**config.mk**
```make
export PLATFORM = sky130hd
export DESIGN_NAME = simd_sgt_cmp
export DESIGN_NICKNAME = d
export VERILOG_FILES = /design/src/rtl/simd_sgt_pkg.sv /design/src/rtl/sgt_decode.sv /design/src/rtl/sgt_lane_slice.sv /design/src/rtl/sgt_lane_array.sv /design/src/rtl/simd_sgt_cmp.sv
export SDC_FILE = /design/constraint.sdc
export NUM_CORES = 1
export LEC_CHECK = 0
export ABC_AREA = 1
export ABC_CLOCK_PERIOD_IN_PS = 3900
export BUFFER_PORTS_ARGS = -buffer_cell sky130_fd_sc_hd__buf_2
export CAP_MARGIN = 20
export CORE_AREA = 3 3 170 172
export CTS_CLUSTER_SIZE = 12
export DETAILED_ROUTE_END_ITERATION = 8
export DIE_AREA = 0 0 173 175
export GPL_TIMING_DRIVEN = 0
export PLACE_DENSITY = 0.59
export SETUP_SLACK_MARGIN = 0.2
export SLEW_MARGIN = 10
export SYNTH_ARGS = -nofsm -noshare
export SYNTH_HDL_FRONTEND = slang
export SYNTH_SLANG_ARGS = --single-unit
```
**constraint.sdc**
```tcl
create_clock -name clk -period 3.9 [get_ports clk]
set_input_delay 0 -clock clk [delete_from_list [all_inputs] [get_ports clk]]
set_output_delay 0 -clock clk [all_outputs]
set_load 0.02 [all_outputs]
```
**src/rtl/simd_sgt_pkg.sv**
```systemverilog
package simd_sgt_pkg;

    localparam int INSN_W     = 32;
    localparam int DATA_W     = 128;
    localparam int HALF_W     = DATA_W / 2;
    localparam int IDX_W      = 5;
    localparam int MIN_LANE_W = 8;
    localparam int NUM_LW     = 4;
    localparam int NUM_FORMS  = 4;

    // fixed-bit masks and values of the four accepted encodings
    localparam logic [INSN_W-1:0] VREG_MASK = 32'hBF20_FC00;
    localparam logic [INSN_W-1:0] VREG_VAL  = 32'h0E20_3400;
    localparam logic [INSN_W-1:0] VZRO_MASK = 32'hBF3F_FC00;
    localparam logic [INSN_W-1:0] VZRO_VAL  = 32'h0E20_8800;
    localparam logic [INSN_W-1:0] SREG_MASK = 32'hFFE0_FC00;
    localparam logic [INSN_W-1:0] SREG_VAL  = 32'h5EE0_3400;
    localparam logic [INSN_W-1:0] SZRO_MASK = 32'hFFFF_FC00;
    localparam logic [INSN_W-1:0] SZRO_VAL  = 32'h5EE0_8800;

    // field positions
    localparam int FULL_BIT = 30;
    localparam int SIZE_LO  = 22;
    localparam int RM_LO    = 16;
    localparam int RN_LO    = 5;
    localparam int RD_LO    = 0;

    typedef enum logic [1:0] {
        LW_8  = 2'b00,
        LW_16 = 2'b01,
        LW_32 = 2'b10,
        LW_64 = 2'b11
    } lane_w_e;

    typedef enum logic [2:0] {
        FORM_NONE,
        FORM_VEC_REG,
        FORM_VEC_ZERO,
        FORM_SCL_REG,
        FORM_SCL_ZERO
    } form_e;

    typedef struct packed {
        logic              legal;
        form_e             form;
        lane_w_e           lw;
        logic              full;
        logic              use_zero;
        logic [IDX_W-1:0]  rd;
        logic [IDX_W-1:0]  rn;
        logic [IDX_W-1:0]  rm;
    } dec_op_t;

    typedef struct packed {
        logic              vld;
        logic              ill;
        logic [DATA_W-1:0] mask;
        logic [IDX_W-1:0]  rd;
        logic [IDX_W-1:0]  rn;
        logic [IDX_W-1:0]  rm;
    } res_t;

    function automatic logic pat_hit(input logic [INSN_W-1:0] w,
                                     input logic [INSN_W-1:0] m,
                                     input logic [INSN_W-1:0] v);
        return (w & m) == v;
    endfunction

    function automatic logic [DATA_W-1:0] narrow_half(input logic [DATA_W-1:0] x);
        return {{(DATA_W-HALF_W){1'b0}}, x[HALF_W-1:0]};
    endfunction

endpackage

```
**src/rtl/sgt_decode.sv**
```systemverilog
module sgt_decode
    import simd_sgt_pkg::*;
(
    input  logic [INSN_W-1:0]    insn_i,
    output dec_op_t              op_o,
    output logic [NUM_FORMS-1:0] hit_o
);

    logic hit_vreg, hit_vzro, hit_sreg, hit_szro;
    logic is_vec, reserved;
    logic [1:0] size_f;

    assign hit_vreg = pat_hit(insn_i, VREG_MASK, VREG_VAL);
    assign hit_vzro = pat_hit(insn_i, VZRO_MASK, VZRO_VAL);
    assign hit_sreg = pat_hit(insn_i, SREG_MASK, SREG_VAL);
    assign hit_szro = pat_hit(insn_i, SZRO_MASK, SZRO_VAL);
    assign hit_o    = {hit_szro, hit_sreg, hit_vzro, hit_vreg};

    assign is_vec   = hit_vreg | hit_vzro;
    assign size_f   = insn_i[SIZE_LO +: 2];
    assign reserved = is_vec && (size_f == 2'b11) && !insn_i[FULL_BIT];

    always_comb begin
        op_o          = '0;
        op_o.form     = FORM_NONE;
        op_o.lw       = LW_64;
        op_o.rd       = insn_i[RD_LO +: IDX_W];
        op_o.rn       = insn_i[RN_LO +: IDX_W];
        unique case (1'b1)
            hit_vreg: begin
                op_o.form = FORM_VEC_REG;
                op_o.lw   = lane_w_e'(size_f);
                op_o.full = insn_i[FULL_BIT];
                op_o.rm   = insn_i[RM_LO +: IDX_W];
            end
            hit_vzro: begin
                op_o.form     = FORM_VEC_ZERO;
                op_o.lw       = lane_w_e'(size_f);
                op_o.full     = insn_i[FULL_BIT];
                op_o.use_zero = 1'b1;
            end
            hit_sreg: begin
                op_o.form = FORM_SCL_REG;
                op_o.rm   = insn_i[RM_LO +: IDX_W];
            end
            hit_szro: begin
                op_o.form     = FORM_SCL_ZERO;
                op_o.use_zero = 1'b1;
            end
            default: op_o.form = FORM_NONE;
        endcase
        op_o.legal = (op_o.form != FORM_NONE) && !reserved;
    end

endmodule

```
**src/rtl/sgt_lane_slice.sv**
```systemverilog
module sgt_lane_slice #(
    parameter int EW = 8
) (
    input  logic [EW-1:0] a_i,
    input  logic [EW-1:0] b_i,
    output logic [EW-1:0] mask_o
);

    logic gt;

    assign gt     = $signed(a_i) > $signed(b_i);
    assign mask_o = {EW{gt}};

endmodule

```
**src/rtl/sgt_lane_array.sv**
```systemverilog
module sgt_lane_array
    import simd_sgt_pkg::*;
#(
    parameter int DW = DATA_W
) (
    input  logic [DW-1:0] a_i,
    input  logic [DW-1:0] b_i,
    input  lane_w_e       lw_i,
    output logic [DW-1:0] mask_o
);

    logic [NUM_LW-1:0][DW-1:0] by_w;

    for (genvar w = 0; w < NUM_LW; w++) begin : g_width
        localparam int EW = MIN_LANE_W << w;
        localparam int NL = DW / EW;
        for (genvar l = 0; l < NL; l++) begin : g_lane
            sgt_lane_slice #(.EW(EW)) u_slice (
                .a_i    (a_i[l*EW +: EW]),
                .b_i    (b_i[l*EW +: EW]),
                .mask_o (by_w[w][l*EW +: EW])
            );
        end
    end

    assign mask_o = by_w[lw_i];

endmodule

```
**src/rtl/simd_sgt_cmp.sv**
```systemverilog
module simd_sgt_cmp
    import simd_sgt_pkg::*;
(
    input  logic              clk,
    input  logic              rst,
    input  logic [INSN_W-1:0] insn_i,
    input  logic              insn_vld_i,
    input  logic [DATA_W-1:0] opa_i,
    input  logic [DATA_W-1:0] opb_i,
    output logic [DATA_W-1:0] mask_o,
    output logic [IDX_W-1:0]  rd_o,
    output logic [IDX_W-1:0]  rn_o,
    output logic [IDX_W-1:0]  rm_o,
    output logic              res_vld_o,
    output logic              illegal_o
);

    dec_op_t              dec;
    logic [NUM_FORMS-1:0] hits;
    logic [DATA_W-1:0]    b_eff;
    logic [DATA_W-1:0]    raw_mask;
    logic [DATA_W-1:0]    shaped_mask;
    logic                 accept;
    res_t                 nxt, cur;

    sgt_decode u_dec (
        .insn_i (insn_i),
        .op_o   (dec),
        .hit_o  (hits)
    );

    assign b_eff = dec.use_zero ? '0 : opb_i;

    sgt_lane_array #(.DW(DATA_W)) u_lanes (
        .a_i    (opa_i),
        .b_i    (b_eff),
        .lw_i   (dec.lw),
        .mask_o (raw_mask)
    );

    assign shaped_mask = dec.full ? raw_mask : narrow_half(raw_mask);
    assign accept      = insn_vld_i && dec.legal;

    always_comb begin
        nxt     = '0;
        nxt.vld = accept;
        nxt.ill = insn_vld_i && !dec.legal;
        if (accept) begin
            nxt.mask = shaped_mask;
            nxt.rd   = dec.rd;
            nxt.rn   = dec.rn;
            nxt.rm   = dec.rm;
        end
    end

    always_ff @(posedge clk) begin
        if (rst) cur <= '0;
        else     cur <= nxt;
    end

    assign mask_o    = cur.mask;
    assign rd_o      = cur.rd;
    assign rn_o      = cur.rn;
    assign rm_o      = cur.rm;
    assign res_vld_o = cur.vld;
    assign illegal_o = cur.ill;

    AST_ONE_FORM: assert property (@(posedge clk) disable iff (rst)
        $onehot0(hits));
    AST_NO_BOTH_STROBES: assert property (@(posedge clk) disable iff (rst)
        !(res_vld_o && illegal_o));
    AST_STROBE_LATENCY: assert property (@(posedge clk) disable iff (rst)
        insn_vld_i |=> (res_vld_o || illegal_o));
    AST_NO_SPURIOUS: assert property (@(posedge clk) disable iff (rst)
        !insn_vld_i |=> !(res_vld_o || illegal_o));
    AST_IDLE_ZERO: assert property (@(posedge clk) disable iff (rst)
        !res_vld_o |-> (mask_o == '0 && rd_o == '0 && rn_o == '0 && rm_o == '0));
    AST_NARROW_UPPER: assert property (@(posedge clk) disable iff (rst)
        (insn_vld_i && !dec.full) |=> (mask_o[DATA_W-1:HALF_W] == '0));
    AST_ZERO_FORM_RM: assert property (@(posedge clk) disable iff (rst)
        (insn_vld_i && dec.use_zero) |=> (rm_o == '0));
    AST_RESERVED_ILL: assert property (@(posedge clk) disable iff (rst)
        (insn_vld_i && (hits[0] || hits[1]) && insn_i[SIZE_LO +: 2] == 2'b11
         && !insn_i[FULL_BIT]) |=> (illegal_o && !res_vld_o));
    AST_UNMATCHED_ILL: assert property (@(posedge clk) disable iff (rst)
        (insn_vld_i && hits == '0) |=> illegal_o);

endmodule

```
==> results_dict.tcl <==
set metrics [dict create \
    result_of_the_run "finished clean" \
    cts_inserted_buffers 5 \
    root_buffer "clkbuf_16" \
    synth.ff_latch_count 33 \
    critPathMaxFanout 10 \
    drt_drc_violations_left 0 \
    use_met2 0.326 \
    ys_warn_count 0 \
    post_synth_num_cell_types 36 \
    floorplan.die_area_um2 30300 \
    setup.worst_path.end_class "flop" \
    dp.cells 1904 \
    timing.critical_path.from_type "primary input" \
    synth.yosys.seq_area_share 0.0964 \
    final_util 0.355 \
    cts.reportedPaths.clkPinSlew_ns 0.06 \
    fmax_ghz 0.308 \
    synth_area_per_cell_um2 6.28 \
    number_of_vias_in_the_routed_layout 8283 \
    final-hold-violation-count 0 \
    detail_route.iter0.violations 223 \
    initial_core_utilization 0.248 \
    cts_tree "built" \
    instances_no_fill 1929 \
    report.final.slew_viol_count 0 \
    most-common-layout-cells "438 x buf_2, 353 x nand2_1, 142 x ha_1" \
    criticalPathCategory "primary input to flop" \
    grt-ovfl-total 0 \
    die_width_um 173 \
    grt_antenna_before_repair 1 \
    gr-max-usage-layer "met2" \
    grt_start_max_net_pins 12 \
    dpl.hpwl_um 23800 \
    layout.nets 1982 \
    mappedNetlistArea_um2 6850 \
    gpl.final_weighted_congestion 0.861 \
    grt.total_usage 0.169 \
    drive_gt1_frac 0.386 \
    post_cts.repair.setup_buffers 0 \
    gate_count_after_technology_mapping 1091 \
    power.ir.vdd_worst_uv 152 \
    critPathArrivalTime_ns 3.43 \
    die_h_um 175 \
    worst_slew_pin_slew_ns 0.852 \
    drt-total-wl_um 27000 \
    wire_length_of_the_first_global_routing_pass_um 40900 \
    p_per_area_nw_per_um2 147 \
    groute.layer.met3.usage 0.0291 \
    design.portCount 436 \
    ant_nets 0 \
    maxCapViolations 0 \
    layout.cells.most_common "buf_2" \
    hold_path.class "primary input to flop" \
    worst_slew_margin_rel 0.432 \
    period_minus_slack_ns 3.25 \
    via_per_inst 4.29 \
    wl_per_cell_um 14.0 \
    place.port_buffers 435 \
    p_leak_nw 6.29 \
    flow.area_growth_from_synthesis_pct 43.3 \
    ctsHtreeMaxLevel 2 \
    post_synthesis_net_count 1524 \
    cts.sinks 33 \
    placement_rows 61 \
    met1_usage_grt 0.195 \
    final_min_period_over_clock_period 0.834 \
    placeableCoreArea_um2 27600 \
    max_root_sink_buffers 2 \
    timing.critical_path.required_ns 4.08 \
    rsz_0062_raised_after_global_routing "no" \
    via_count_of_the_first_global_routing_pass 8162 \
    drtPass1Iterations 4 \
    final-setup-viol-count 0 \
]
-- state kept, by name, indices dropped and copies added, names as in the netlist --
signal / cells
rd_o: 5
rm_o: 5
rn_o: 5
mask_o: 16
illegal_o: 1
res_vld_o: 1
-- worst paths after layout --
| path | startpoint | to | slack [ns] | cells past startpoint |
|---|---|---|---|---|
| setup / recovery | insn_i[27] | mask_o[87] | 0.65 | 24 |
| hold / removal | insn_vld_i | res_vld_o | 0.03 | 3 |
-- power breakdown --
| group | internal [mW] | leakage (nW) | switching, mW | total (mW) |
|---|---|---|---|---|
| Clock | 0.234 | 0.0696 | 0.159 | 0.394 |
| Combinational | 0.327 | 5.96 | 0.381 | 0.708 |
| Sequential | 0.338 | 0.266 | 0.000130 | 0.338 |
| Total | 0.898 | 6.29 | 0.541 | 1.44 |
-- cells by family (layout without fill, tap and decap cells) --
kind of cell	after synthesis	in the layout	synth area share
other	0	1	0
buffers and inverters	254	713	0.202
and+or+nand+nor	507	507	0.315
AOI/OAI and AO/OA	145	145	0.114
xor gates and xnor gates	10	10	0.0128
DFF	33	33	0.0964
adders and majority gates	142	142	0.259
-- synth_stat cells (all sizes together) --
library cell	number	area share
o21ai	36	0.026
a31oi	1	0.00091
or2	5	0.0046
o21a	7	0.0077
xnor2	6	0.0077
nand3b	1	0.0011
o31ai	3	0.0040
o211ai	3	0.0033
nand3	41	0.030
nand2	360	0.20
nor3	7	0.0068
o311ai	1	0.0024
a21oi	92	0.067
a21o	2	0.0022
dfxtp	33	0.096
inv	126	0.069
nor2	67	0.042
nor4	6	0.0095
xor2	4	0.0051
buf	119	0.13
clkbuf	9	0.0049
nand4	20	0.022
ha	142	0.26
-- worst max-delay path: stages --
cell	delay (ns)
buf_2	0.12
inv_1	0.11
nor2_1	0.05
nand3_1	0.13
o31ai_2	0.13
nand2_2	0.25
clkbuf_4	0.32
clkbuf_4	0.31
nand2_1	0.11
ha_1	0.41
nand2_1	0.11
nor2_2	0.17
nand4_2	0.13
nor2_2	0.17
inv_2	0.06
nor2_2	0.12
nand2_1	0.06
nand2_1	0.06
nand2_1	0.04
nand2_1	0.08
nand2_1	0.07
nand2_1	0.09
nand2_2	0.08
a21oi_1	0.23
-- stage by stage --
| step | TNS, ns | instance area, um2 | hold WS (ns) | power, mW | setup slack [ns] |
|---|---|---|---|---|---|
| 2_1_floorplan | 0 | 6850 | 0.0858 | 0.775 | 1.21 |
| 3_3_place_gp | -3.34 | 9500 | 0.215 | 1.03 | -0.389 |
| 3_5_place_dp | -3.90 | 9500 | 0.221 | 1.04 | -0.424 |
| 4_1_cts | 0 | 9820 | 0.0268 | 1.46 | 0.303 |
| 5_1_grt | 0 | 9820 | 0.0463 | 1.59 | 0.256 |
| 6_report | 0 | 9820 | 0.0345 | 1.44 | 0.649 |
-- area by class of cell --
type	instances	area [um2]
fill	3059	17800
multi-input combinational	804	4810
timing repair buffer	451	2340
buffer	128	923
sequential	33	661
inverter	126	473
tap	378	473
clock buffer	5	125
clock inverter	3	17.5
antenna	1	2.50
-- repair_timing --
item,4_1_cts,5_1_grt
setup endpoints to repair,16,16
endpoints found under the hold margin,16,0
resized for setup,4,11
hold buffers,16,0
-- metal layers --
metal / vias to the layer above / share of wire
met2: 275 / 0.51
met1: 3649 / 0.42
met4: 0 / 0.012
met3: 14 / 0.059
li1: 4345 / -
met5: - / 0
Note: power is estimated with default switching activity, not from simulation.
